## src/rtl/mdio_pkg.sv

```systemverilog
// Shared constants and frame-word layout for the management frame master.
// Assumes a 32-bit preamble, then a 32-bit word holding start, opcode, target,
// register, turnaround and data fields in transmit order.
package mdio_pkg;
    localparam int BIT_W    = 7;
    localparam int DATA_W   = 16;
    localparam int FIELD_W  = 5;

    // Bit positions within a frame (bit 0 is the first preamble bit)
    localparam logic [BIT_W-1:0] B_WORD_FIRST = 7'd32;
    localparam logic [BIT_W-1:0] B_RA_LAST    = 7'd45;
    localparam logic [BIT_W-1:0] B_TA2        = 7'd47;
    localparam logic [BIT_W-1:0] B_DATA_FIRST = 7'd48;
    localparam logic [BIT_W-1:0] B_DATA_LAST  = 7'd63;
    localparam logic [BIT_W-1:0] B_TRAIL      = 7'd64;
    localparam logic [BIT_W-1:0] B_RECOV_LAST = 7'd79;

    typedef struct packed {
        logic [1:0]         st;
        logic [1:0]         op;
        logic [FIELD_W-1:0] pa;
        logic [FIELD_W-1:0] ra;
        logic [1:0]         ta;
        logic [DATA_W-1:0]  data;
    } frame_word_t;
endpackage

```

## src/rtl/mdio_clk_div.sv

```systemverilog
// Management clock generator. While run is high it produces a clock whose low
// and high phases each last half_div system clocks (0 acts as 1). It also
// raises strobes on the cycle of each rising edge and of each bit end.
// Assumes run falls only on a bit-end strobe.
module mdio_clk_div #(
    parameter int DIV_W = 8
) (
    input  logic             clk,
    input  logic             rst_n,
    input  logic             run,
    input  logic [DIV_W-1:0] half_div,
    output logic             mdc,
    output logic             rise_stb,
    output logic             bit_end_stb
);
    logic [DIV_W-1:0] cnt;
    logic [DIV_W-1:0] last_cnt;
    logic             phase_end;

    // Terminal count of one phase
    always_comb begin
        last_cnt  = (half_div == '0) ? '0 : half_div - DIV_W'(1);
        phase_end = (cnt == last_cnt);
        rise_stb    = run && !mdc && phase_end;
        bit_end_stb = run &&  mdc && phase_end;
    end

    // Phase counter and clock toggle
    always_ff @(posedge clk) begin
        if (!rst_n || !run) begin
            cnt <= '0;
            mdc <= 1'b0;
        end else if (phase_end) begin
            cnt <= '0;
            mdc <= ~mdc;
        end else begin
            cnt <= cnt + DIV_W'(1);
        end
    end


    mdc_idle_chk: assert property (@(posedge clk) disable iff (!rst_n)
        !run |=> !mdc);

    mdc_hold_chk: assert property (@(posedge clk) disable iff (!rst_n)
        (run && !rise_stb && !bit_end_stb) |=> $stable(mdc));
endmodule

```

## src/rtl/mdio_frame_seq.sv

```systemverilog
// Frame sequencer. It counts bits, takes the turnaround and data samples,
// stretches a frame by the recovery burst when the target is absent, and
// repeats the frame once for a two-frame read. Assumes is_read and
// two_frames are stable while run is high.
module mdio_frame_seq
    import mdio_pkg::*;
(
    input  logic              clk,
    input  logic              rst_n,
    input  logic              start,
    input  logic              is_read,
    input  logic              two_frames,
    input  logic              rise_stb,
    input  logic              bit_end_stb,
    input  logic              mdi,
    output logic              run,
    output logic [BIT_W-1:0]  bit_idx,
    output logic              done,
    output logic [DATA_W-1:0] rd_data,
    output logic              absent
);
    logic              second;
    logic              miss;
    logic [DATA_W-1:0] sh;
    logic [BIT_W-1:0]  last_bit;

    // Last bit of the current frame
    always_comb last_bit = miss ? B_RECOV_LAST : B_TRAIL;

    // Bit counter, sampling and completion
    always_ff @(posedge clk) begin
        if (!rst_n) begin
            run     <= 1'b0;
            bit_idx <= '0;
            second  <= 1'b0;
            miss    <= 1'b0;
            sh      <= '0;
            done    <= 1'b0;
            rd_data <= '0;
            absent  <= 1'b0;
        end else begin
            done <= 1'b0;
            if (!run) begin
                if (start) begin
                    run     <= 1'b1;
                    bit_idx <= '0;
                    second  <= 1'b0;
                    miss    <= 1'b0;
                end
            end else begin
                if (rise_stb && is_read) begin
                    if (bit_idx == B_TA2)
                        miss <= mdi;
                    else if (bit_idx >= B_DATA_FIRST && bit_idx <= B_DATA_LAST)
                        sh <= {sh[DATA_W-2:0], mdi};
                end
                if (bit_end_stb) begin
                    if (bit_idx == last_bit) begin
                        if (two_frames && !second) begin
                            second  <= 1'b1;
                            bit_idx <= '0;
                            miss    <= 1'b0;
                        end else begin
                            run    <= 1'b0;
                            done   <= 1'b1;
                            absent <= miss;
                            if (is_read)
                                rd_data <= miss ? '1 : sh;
                        end
                    end else begin
                        bit_idx <= bit_idx + BIT_W'(1);
                    end
                end
            end
        end
    end


    absent_ones_chk: assert property (@(posedge clk) disable iff (!rst_n)
        (done && absent) |-> (rd_data == '1));

    done_pulse_chk: assert property (@(posedge clk) disable iff (!rst_n)
        done |=> !done);

    bit_bound_chk: assert property (@(posedge clk) disable iff (!rst_n)
        run |-> (bit_idx <= B_RECOV_LAST));

    done_idle_chk: assert property (@(posedge clk) disable iff (!rst_n)
        done |-> !run);
endmodule

```

## src/rtl/mdio_master.sv

```systemverilog
// Top of the management frame master. It accepts one request at a time,
// splits the device address into target and register fields, builds the
// transmit word and drives the serial output and its enable from the bit
// position. Assumes ADDR_W >= 2*FIELD_W.
module mdio_master
    import mdio_pkg::*;
#(
    parameter int          ADDR_W           = 11,
    parameter int          DIV_W            = 8,
    parameter int unsigned SECOND_READ_FROM = 'h300
) (
    input  logic              clk,
    input  logic              rst_n,
    input  logic              req,
    input  logic              wr,
    input  logic [ADDR_W-1:0] addr,
    input  logic [DATA_W-1:0] wdata,
    input  logic [DIV_W-1:0]  half_div,
    output logic              busy,
    output logic              done,
    output logic [DATA_W-1:0] rd_data,
    output logic              absent,
    output logic              mdc,
    output logic              mdo,
    output logic              mdo_oe,
    input  logic              mdi
);
    logic              run;
    logic              start;
    logic              rise_stb;
    logic              bit_end_stb;
    logic [BIT_W-1:0]  bit_idx;
    logic              wr_q;
    logic              two_q;
    frame_word_t       word_q;
    logic [31:0]       tx_word;

    assign busy    = run;
    assign start   = req && !run;
    assign tx_word = word_q;

    // Capture the request and build the transmit word
    always_ff @(posedge clk) begin
        if (!rst_n) begin
            wr_q   <= 1'b0;
            two_q  <= 1'b0;
            word_q <= '0;
        end else if (start) begin
            wr_q        <= wr;
            two_q       <= !wr && (addr >= ADDR_W'(SECOND_READ_FROM));
            word_q.st   <= 2'b01;
            word_q.op   <= wr ? 2'b01 : 2'b10;
            word_q.pa   <= addr[FIELD_W +: FIELD_W];
            word_q.ra   <= addr[FIELD_W-1:0];
            word_q.ta   <= 2'b10;
            word_q.data <= wdata;
        end
    end

    // Serial output value and enable by bit position
    always_comb begin
        mdo    = 1'b1;
        mdo_oe = 1'b0;
        if (run) begin
            if (bit_idx >= B_WORD_FIRST && bit_idx <= B_DATA_LAST)
                mdo = tx_word[5'(B_DATA_LAST - bit_idx)];
            mdo_oe = wr_q ? (bit_idx <= B_DATA_LAST) : (bit_idx <= B_RA_LAST);
        end
    end

    mdio_clk_div #(.DIV_W(DIV_W)) u_div (
        .clk         (clk),
        .rst_n       (rst_n),
        .run         (run),
        .half_div    (half_div),
        .mdc         (mdc),
        .rise_stb    (rise_stb),
        .bit_end_stb (bit_end_stb)
    );

    mdio_frame_seq u_seq (
        .clk         (clk),
        .rst_n       (rst_n),
        .start       (start),
        .is_read     (!wr_q),
        .two_frames  (two_q),
        .rise_stb    (rise_stb),
        .bit_end_stb (bit_end_stb),
        .mdi         (mdi),
        .run         (run),
        .bit_idx     (bit_idx),
        .done        (done),
        .rd_data     (rd_data),
        .absent      (absent)
    );


    idle_quiet_chk: assert property (@(posedge clk) disable iff (!rst_n)
        !busy |-> (!mdc && !mdo_oe));

    accept_chk: assert property (@(posedge clk) disable iff (!rst_n)
        (req && !busy) |=> busy);
endmodule

```

## config.mk

```make
export PLATFORM = sky130hd
export DESIGN_NAME = mdio_master
export DESIGN_NICKNAME = d
export VERILOG_FILES = /design/src/rtl/mdio_pkg.sv /design/src/rtl/mdio_clk_div.sv /design/src/rtl/mdio_frame_seq.sv /design/src/rtl/mdio_master.sv
export SDC_FILE = /design/constraint.sdc
export NUM_CORES = 1
export LEC_CHECK = 0
export BUFFER_PORTS_ARGS = -buffer_cell sky130_fd_sc_hd__clkbuf_2
export CAP_MARGIN = 20
export CORE_MARGIN = 1
export CORE_UTILIZATION = 50
export DETAILED_ROUTE_END_ITERATION = 16
export PLACE_DENSITY = 0.79
export REMOVE_ABC_BUFFERS = 1
export SYNTH_ARGS = -nofsm -noshare
export SYNTH_HDL_FRONTEND = slang
export SYNTH_SLANG_ARGS = --single-unit
export TNS_END_PERCENT = 100
```

## constraint.sdc

```tcl
create_clock -name clk -period 2.8 [get_ports clk]
set_input_delay 0.56 -clock clk [delete_from_list [all_inputs] [get_ports clk]]
set_output_delay 0.56 -clock clk [all_outputs]
set_load 0.1 [all_outputs]
```

==> run_results.csv, run 1 <==
group,metric,value,unit
clock_network,cts_tree,"done",
cells_and_area,fill_cells,715,
floorplanning,fp.dieH,94.1,um
worst_setup_path,critPathMaxFanout,6,
worst_setup_path,cp-end-kind,"output port",
min_path,hold_path_class,"input pin to register",
routing,drt-vias-per-instance,5.46,
synthesis,synthTopCellsByArea,"dfxtp_1 (39%), nand2_1 (9.3%), mux2i_1 (8.5%)",
global_routing,antenna_found_initial,0,
synthesis,yosys_warnings,0,
global_routing,gr-total-overflow,0,
power,powerDensity,460,mW/mm^2
synthesis,postSynth.asyncResetShare,0,%
worst_setup_path,r2r_slack,0.41,ns
synthesis,ys.flop_type,"dfxtp_1",
cells_and_area,multi_input_area,0.00240,mm^2
clock_network,root_buffer,"clkbuf_8",
routing,vias,3617,
sta,finalWorstSetupSlack,-0.174,ns
sta,slew_violations,0,
routing,drc_errors,0,
cells_and_area,seq_area,0.00167,mm^2
synthesis,ys_seq_elements,83,
sta,period_needed,2.97,ns
global_routing,grt_pass1_vias,3471,
clock_network,cts.sinks,83,
worst_setup_path,rr_endpoint,"u_seq.bit_idx[4]",
clock_network,htree_levels,3,
synthesis,synth_top_area_share,39.2,%
flow_run,cap_violations,0,
min_path,min_path_cells,3,
outcome,violations,"negative setup slack",
synthesis,syn-cell-area,0.00424,mm^2
outcome,status,"finished, violations left",
worst_setup_path,arrival,2.41,ns
routing,drt_iter0_drc,203,
sta,worst_slew_pin_slew,0.867,ns
power,p_leak,2.20,nW
synthesis,synth_largest_area_cell,"dfxtp_1",
routing,avgRoutedWirePerCell,13.5,um
worst_setup_path,rr_worst_depth,8,
floorplanning,dieArea,0.00886,mm^2
global_routing,grt_max_degree,76,
routing,detail-route-antenna-nets,0,
worst_setup_path,regToRegStartpoint,"u_seq.bit_idx[0]",
placement,gp_congestion,0.897,
clock_network,numCtsBuffers,9,
min_path,min_from,"wdata[3]",
cells_and_area,drive_gt1_share,24.7,%
routing,drt-total-wl,8970,um
worst_setup_path,crit_type,"register to output port",
cells_and_area,fin_util,61.7,%
sta,relSlewSlack,42.2,%
sta,timing.fmax,336,MHz
min_path,hold_end,"tx_word[3]",
worst_setup_path,crit_start,"u_seq.bit_idx[1]",
clock_network,cts.clk_slew.worst_paths,0.09,ns
sta,finalCritPeriodShare,106,%
floorplanning,boundaryPins,62,
sta,finalClockSkew,0.0114,ns
sta,setup_violations,1,
clock_network,worstSkewPairLatency,0.36,ns
placement,dp_hpwl,6660,um
synthesis,synth.avg_cell_area,8.82,um^2
cells_and_area,areaGrowthSynthToFinish,19.4,%
global_routing,track_usage,21.8,%
sta,rsz0062_at_grt,"yes",
floorplanning,start_util,51.6,%
synthesis,synth_cells,481,
synthesis,yosysSeqAreaShare,39.2,%
synthesis,ys_types,63,
clock_network,clk_path_buf_depth,2,
placement,placed_area,0.00483,mm^2
global_routing,grt_pass1_wl,15400,um
worst_setup_path,crit_path_start_kind,"register",
power,irDropWorstVdd,0.000320,V
floorplanning,die_w,94.1,um
cells_and_area,nNetsFinal,597,
placement,port-buffer-count,61,
floorplanning,core,0.00822,mm^2
cells_and_area,antenna_cells,0,
clock_network,cts_hold_buf,0,
synthesis,synth_edf_count,0,
sta,hold_viol_final,0,
cells_and_area,stdcell_area,0.00507,mm^2
routing,firstDrtPassIters,4,
floorplanning,num_rows,33,
worst_setup_path,worst_ep_required_time,2.24,ns
## worst max-delay path, cell delays in order (launching register included)
cell and delay, ns:
dfxtp_1 0.47, buf_4 0.21, mux4_2 0.31, mux4_2 0.49, mux2i_1 0.14, nand4_1 0.21, buf_12 0.24
## cells in the mapped netlist (5+ instances only)
| cell | instances |
|---|---|
| a21boi_0 | 27 |
| mux2i_1 | 36 |
| and3_1 | 8 |
| mux4_2 | 8 |
| nand3_1 | 12 |
| nand2_1 | 105 |
| xnor2_1 | 5 |
| nand2b_1 | 7 |
| nor4_1 | 5 |
| dfxtp_1 | 83 |
| or4_1 | 5 |
| xor2_1 | 5 |
| a21oi_1 | 8 |
| inv_1 | 8 |
| clkbuf_1 | 27 |
| o21ai_0 | 25 |
| nor2b_1 | 8 |
| nor2_1 | 17 |
## metal layers
layer	part of all wire, %	track usage (%)
met5	0	0
met1	46	27.6
met3	3.7	3.88
met2	49	36.1
met4	1.1	9.74
## state kept, by name, summed over array words and instances, names as in the netlist
register,flops
u_seq.miss,1
u_seq.run,1
u_seq.second,1
u_seq.rd_data,16
two_q,1
u_seq.done,1
u_seq.sh,16
u_seq.bit_idx,7
u_div.cnt,8
tx_word,29
u_div.mdc,1
u_seq.absent,1
## placed cells by master, fill, tap and decap left out, types with 4 or more instances in the layout
cell and n:
o21ai_0 25, a21boi_0 27, clkbuf_2 59, mux2i_1 36
o22ai_1 4, nor2b_1 7, inv_1 8, nand2b_1 7
buf_4 32, nor4_1 5, dfxtp_1 82, ha_1 4
or4_1 5, xor2_1 5, a21oi_1 8, buf_12 5
and3_1 8, nand3_1 12, nor2_1 17, clkbuf_8 9
nand4_1 4, nor3_1 4, xnor2_1 5, nand2_1 105
mux4_2 8
## per-stage QoR
stage	instances	setup TNS (ns)	worst slack, ns	hold WS, ns	power, mW
after global placement	645	-2.73	-0.148	0.446	1.47
after floorplan	446	-5.23	-0.505	0.435	1.37
after global routing	663	-0.285	-0.248	0.422	2.43
after CTS	661	-0.182	-0.182	0.417	2.35
after detailed placement	645	-4.77	-0.237	0.454	1.48
final	663	-0.174	-0.174	0.428	2.33
## layout make-up
| type | count | area share, % |
|---|---|---|
| Tap cell | 105 | 2.59 |
| Multi-Input combinational cell | 355 | 47.4 |
| Sequential cell | 83 | 32.9 |
| Clock inverter | 6 | 1.46 |
| Inverter | 8 | 0.593 |
| Timing Repair Buffer | 96 | 12.5 |
| Clock buffer | 10 | 2.52 |
## where the power goes
part           switching [mW]  leakage (nW)  internal, mW
Clock                   0.455        0.0950         0.423
Sequential             0.0181         0.674          1.20
Combinational           0.130          1.43        0.0995
Total                   0.603          2.20          1.73
## cells by family after synthesis
family | count (synthesis) | synth area share [%]
AND/OR/NAND/NOR | 201 | 24.5
AO/OA/AOI/OAI | 95 | 15.7
flip-flops | 83 | 39.2
multiplexers | 45 | 13.0
buffers and inverters | 43 | 4.37
XOR/XNOR | 10 | 2.06
adder cells (fa/ha/maj) | 4 | 1.18
## worst max path at each step
stage                     slack (ns)                to  depth (start not counted)
after floorplan                -0.51               mdo                          4
after global placement         -0.15  u_seq.rd_data[6]                         10
after detailed placement       -0.24  u_seq.rd_data[7]                         10
after CTS                      -0.18               mdo                          5
after global routing           -0.25               mdo                          5
final                          -0.17               mdo                          6
## what timing repair did
action,4_1_cts,5_1_grt
setup buffers,0,2
setup endpoints to repair,2,20
pin swaps,0,2
cloned,0,0
gates resized for setup,2,1
No activity file was read; power rests on OpenSTA's default activity.
==> run 2, diff against run 1 <==
- CORE_UTILIZATION: 50 -> 52
- PLACE_DENSITY: 0.79 -> 0.82
==> run 2 against run 1 <==
Critical path depth is the same. Global-route usage rose by 0.90 points. Clock power up 13%. The flow still finishes with violations (negative setup slack). Sequential cell count did not move. Sequential power about the same. First-iteration DRC count is 2.5% lower. Cell area is 0.40% lower. Non-clock buffer count decreased by 5. Die area decreased by 3.8%. Hold slack got worse by 0.0021 ns. Via count increased by 1.4%.
==> run_results.csv, run 2 (synthesis results as in run 1) <==
group,metric,value,unit
routing,avgRoutedWirePerCell,14.1,um
worst_setup_path,regToRegStartpoint,"u_div.cnt[3]",
min_path,min_from,"wdata[9]",
floorplanning,fp.dieH,92.3,um
cells_and_area,areaGrowthSynthToFinish,19.0,%
worst_setup_path,worst_ep_required_time,2.24,ns
routing,firstDrtPassIters,5,
routing,drt-total-wl,9220,um
cells_and_area,fin_util,64.6,%
clock_network,numCtsBuffers,9,
global_routing,grt_pass1_wl,15700,um
cells_and_area,final_cells,653,
worst_setup_path,crit_start,"u_seq.bit_idx[0]",
cells_and_area,drive_gt1_share,24.0,%
cells_and_area,final_common_cell,"nand2_1",
clock_network,root_buffer,"clkbuf_8",
min_path,min_path_cells,3,
clock_network,clk_path_buf_depth,2,
clock_network,cts_hold_buf,0,
clock_network,cts.clk_slew.worst_paths,0.08,ns
placement,placed_cells,635,
routing,drc_errors,0,
global_routing,antenna_found_initial,0,
flow_run,cap_violations,0,
power,irDropWorstVdd,0.000289,V
global_routing,track_usage,22.7,%
outcome,status,"finished, violations left",
sta,relSlewSlack,56.5,%
clock_network,cts.sinks,83,
placement,gp_congestion,0.858,
worst_setup_path,crit_type,"register to output port",
cells_and_area,final_cell_mix,"nand2_1 (105), dfxtp_1 (82), clkbuf_2 (59)",
clock_network,htree_levels,3,
floorplanning,num_rows,32,
power,powerDensity,485,mW/mm^2
cells_and_area,largest_reg_flops,29,
clock_network,worstSkewPairLatency,0.36,ns
sta,hold_viol_final,0,
floorplanning,dieArea,0.00852,mm^2
worst_setup_path,arrival,2.45,ns
floorplanning,boundaryPins,62,
floorplanning,start_util,54.3,%
global_routing,grt_max_degree,95,
worst_setup_path,crit_path_start_kind,"register",
min_path,hold_end,"tx_word[9]",
sta,finalCritPeriodShare,107,%
global_routing,gr-total-overflow,0,
sta,finalClockSkew,0.0120,ns
clock_network,cts_tree,"done",
floorplanning,core,0.00781,mm^2
routing,drt-vias-per-instance,5.62,
sta,period_needed,3.01,ns
sta,hold_ws,0.426,ns
outcome,violations,"negative setup slack",
sta,worst_slew_pin_slew,0.652,ns
worst_setup_path,r2r_slack,0.43,ns
sta,slew_violations,0,
worst_setup_path,critPathMaxFanout,9,
worst_setup_path,cp-end-kind,"output port",
worst_setup_path,rr_worst_depth,6,
floorplanning,die_w,92.3,um
placement,dp_hpwl,6480,um
cells_and_area,antenna_cells,0,
power,p_leak,2.19,nW
sta,timing.fmax,332,MHz
sta,setup_violations,1,
min_path,hold_path_class,"input pin to register",
placement,port-buffer-count,61,
worst_setup_path,rr_endpoint,"u_seq.sh[13]",
sta,rsz0062_at_grt,"yes",
routing,drt_iter0_drc,198,
sta,finalWorstSetupSlack,-0.208,ns
global_routing,grt_pass1_vias,3492,
routing,vias,3669,
routing,detail-route-antenna-nets,0,
cells_and_area,nNetsFinal,592,
## run 2: changes by cell type in the layout (fill, tap and decap cells not counted), sizes merged
cell,change
buf,-5
bufinv,+2
clkinvlp,-2
inv,-2
clkbuf,-1
clkinv,+1
## run 2: metrics by stage
| step | setup TNS (ns) | total power [mW] | cell area (um^2) | setup slack, ns |
|---|---|---|---|---|
| 5_1_grt | -0.333 | 2.54 | 5050 | -0.253 |
| 3_5_place_dp | -7.93 | 1.48 | 4770 | -0.276 |
| 4_1_cts | -0.209 | 2.46 | 5020 | -0.209 |
| 6_report | -0.208 | 2.45 | 5050 | -0.208 |
| 2_1_floorplan | -5.23 | 1.37 | 4090 | -0.505 |
| 3_3_place_gp | -4.85 | 1.47 | 4770 | -0.160 |
## run 2: power by group
part | leakage [nW] | internal [mW] | switching [mW] | total [mW]
sequential | 0.674 | 1.21 | 0.0200 | 1.23
clock | 0.115 | 0.582 | 0.413 | 0.995
combinational | 1.40 | 0.0963 | 0.128 | 0.225
## run 2: layer usage
layer	track usage, %	up-vias	share of wire [%]
li1	-	1830	-
met1	28.5	1728	44
met2	39.1	96	50
met5	0	-	0
met3	3.61	15	4.6
met4	8.72	0	1.5
## run 2: worst max-delay path by stage
stage | end | depth (start not counted)
floorplan | mdo | 4
global placement | u_seq.rd_data[5] | 10
detailed placement | u_seq.rd_data[4] | 10
CTS | mdo | 6
global route | mdo | 6
finish | mdo | 6
## run 2: final cells by class
type	count	area (um^2)
Timing Repair Buffer	91	598
Tap cell	102	128
Fill cell	644	2760
Clock buffer	9	124
Sequential cell	83	1660
Inverter	8	30.0
Clock inverter	5	104
Multi-Input combinational cell	355	2400
## run 2: critical path, stage by stage (launching register included)
cell and delay [ns]:
dfxtp_2 0.34, buf_12 0.13, mux4_2 0.50, mux4_2 0.50, mux2i_1 0.16, nand4_1 0.21
buf_12 0.26
## run 2: what timing repair did
item                       in CTS  in global routing
setup endpoints to repair       2                 18
resized for setup               2                  0
pin swaps                       1                  1
setup buffers                   2                  2
==> run 3, diff against run 2 <==
- CORE_UTILIZATION: 52 -> 57
- PLACE_DENSITY: 0.82 -> 0.85
- clock period: 2.8 -> 2.9 ns (I/O delays scaled with it)
==> run 3 against run 2 <==
The flow still finishes with violations (negative setup slack). Via count down 0.44%. Register-to-register slack got worse by 0.02 ns. Clock power is 17% lower. Worst setup slack better by 0.14 ns. Power shrank 9.0%. Cell count down 0.61%. Utilization is 4.3 points higher. Cell area fell by 1.5%. Non-clock buffer count is 2 lower. Critical path depth unchanged. Critical path type unchanged.
==> run_results.csv, run 3 (synthesis results as in run 1) <==
group,metric,value,unit
outcome,violations,"negative setup slack",
sta,slew_violations,0,
cells_and_area,final_cell_mix,"nand2_1 (105), dfxtp_1 (81), clkbuf_2 (59)",
routing,drc_errors,0,
worst_setup_path,cp_slowest_cell,"mux4_2",
sta,period_needed,2.97,ns
worst_setup_path,arrival,2.39,ns
cells_and_area,final_common_cell,"nand2_1",
sta,finalWorstSetupSlack,-0.0665,ns
sta,tns,-0.0665,ns
floorplanning,start_util,58.8,%
global_routing,antenna_found_initial,0,
global_routing,grt_pass1_wl,15100,um
flow_run,cap_violations,0,
clock_network,htree_levels,3,
routing,vias,3653,
clock_network,cts.sinks,83,
floorplanning,fp.dieH,88.3,um
sta,hold_viol_final,0,
clock_network,cts.clk_slew.worst_paths,0.08,ns
cells_and_area,stdcell_area,0.00497,mm^2
routing,drt-total-wl,9370,um
power,powerDensity,448,mW/mm^2
routing,firstDrtPassIters,4,
routing,avgRoutedWirePerCell,14.4,um
routing,drt-vias-per-instance,5.63,
sta,finalClockSkew,0.0165,ns
sta,rsz0062_at_grt,"yes",
worst_setup_path,path_cells,"buf_4 -> mux4_2 -> mux4_2 -> mux2i_1 -> nand4_1 -> buf_12",
global_routing,grt_pass1_vias,3340,
worst_setup_path,rr_worst_depth,8,
placement,port-buffer-count,61,
floorplanning,die_w,88.3,um
cells_and_area,nNetsFinal,590,
worst_setup_path,critPathBufInv,2,
worst_setup_path,crit_type,"register to output port",
worst_setup_path,crit_path_start_kind,"register",
placement,dp_hpwl,6540,um
sta,timing.fmax,337,MHz
sta,finalCritPeriodShare,102,%
worst_setup_path,cp-end-kind,"output port",
worst_setup_path,cp_slowest_stage_delay,0.46,ns
placement,gp_congestion,0.884,
clock_network,root_buffer,"clkbuf_8",
outcome,status,"finished, violations left",
cells_and_area,final_cells,649,
sta,relSlewSlack,41.0,%
power,p_leak,2.16,nW
worst_setup_path,cp_common_cell,"mux4_2",
power,irDropWorstVdd,0.000345,V
global_routing,grt_max_degree,95,
worst_setup_path,critPathTopFamily,"multiplexers",
sta,worst_slew_pin_slew,0.885,ns
placement,placed_area,0.00477,mm^2
cells_and_area,antenna_cells,0,
routing,drt_iter0_drc,230,
floorplanning,boundaryPins,62,
global_routing,track_usage,25.0,%
worst_setup_path,worst_ep_required_time,2.32,ns
clock_network,worstSkewPairLatency,0.36,ns
cells_and_area,areaGrowthSynthToFinish,17.2,%
clock_network,clk_path_buf_depth,2,
floorplanning,core,0.00721,mm^2
floorplanning,num_rows,31,
min_path,min_path_cells,3,
clock_network,cts_tree,"done",
worst_setup_path,critPathMaxFanout,10,
clock_network,post_cts_buffers,0,
sta,setup_violations,1,
cells_and_area,largest_reg_flops,29,
min_path,hold_path_class,"input pin to register",
routing,detail-route-antenna-nets,0,
clock_network,numCtsBuffers,9,
cells_and_area,drive_gt1_share,23.8,%
floorplanning,dieArea,0.00779,mm^2
global_routing,gr-total-overflow,0,
placement,placed_cells,634,
worst_setup_path,path_depth,6,
==> run 3: path summary, 6_finish.rpt <==
path                                   startpoint           endpoint  slack (ns)
worst min register to register  u_seq.rd_data[14]  u_seq.rd_data[14]        0.46
worst max register to register   u_seq.bit_idx[0]   u_seq.rd_data[0]        0.41
worst min-delay path                    wdata[13]        tx_word[13]        0.45
worst max-delay path             u_seq.bit_idx[1]                mdo       -0.07
==> run 3: through the flow <==
step | util, % | hold slack (ns) | worst slack [ns] | total power, mW
final | 68.9 | 0.448 | -0.0665 | 2.23
after global placement | 66.1 | 0.443 | -0.0675 | 1.42
after floorplan | - | 0.435 | -0.425 | 1.32
after global routing | 68.9 | 0.456 | -0.138 | 2.31
after detailed placement | 66.1 | 0.452 | -0.176 | 1.43
after CTS | 68.8 | 0.436 | -0.0787 | 2.23
==> run 3: what timing repair did <==
item	4_1_cts	5_1_grt
setup endpoints to repair	2	3
resized for setup	3	1
gates cloned	0	0
hold buffers	0	0
==> run 3: area by class of cell <==
cell class	count	area [um^2]
fillers	596	2240
multi-input cells	355	2400
inverters	8	30.0
clock inverters	4	48.8
repair buffers	89	558
flip-flops and latches	83	1670
well taps	99	124
clock buffers	11	141
==> run 3: report_power, final <==
group | leakage, nW | switching (mW) | internal (mW)
Clock | 0.0996 | 0.404 | 0.417
Combinational | 1.38 | 0.128 | 0.0965
Sequential | 0.675 | 0.0170 | 1.16
==> run 3: worst register-to-register path, delay by kind of cell, from the launching register on <==
kind | cells | cell delay [ns]
AOI/OAI and AO/OA | 1 | 0.16
buffers and inverters | 2 | 0.35
DFF | 1 | 0.40
muxes | 1 | 0.30
and+or+nand+nor | 4 | 1.21
==> run 3: metal layers <==
layer	GRT usage [%]	up-vias	part of all wire, %
met4	9.24	0	1.4
met5	0	-	0
met3	4.85	11	4.1
met2	42.0	85	50
li1	-	1836	-
met1	32.0	1721	45
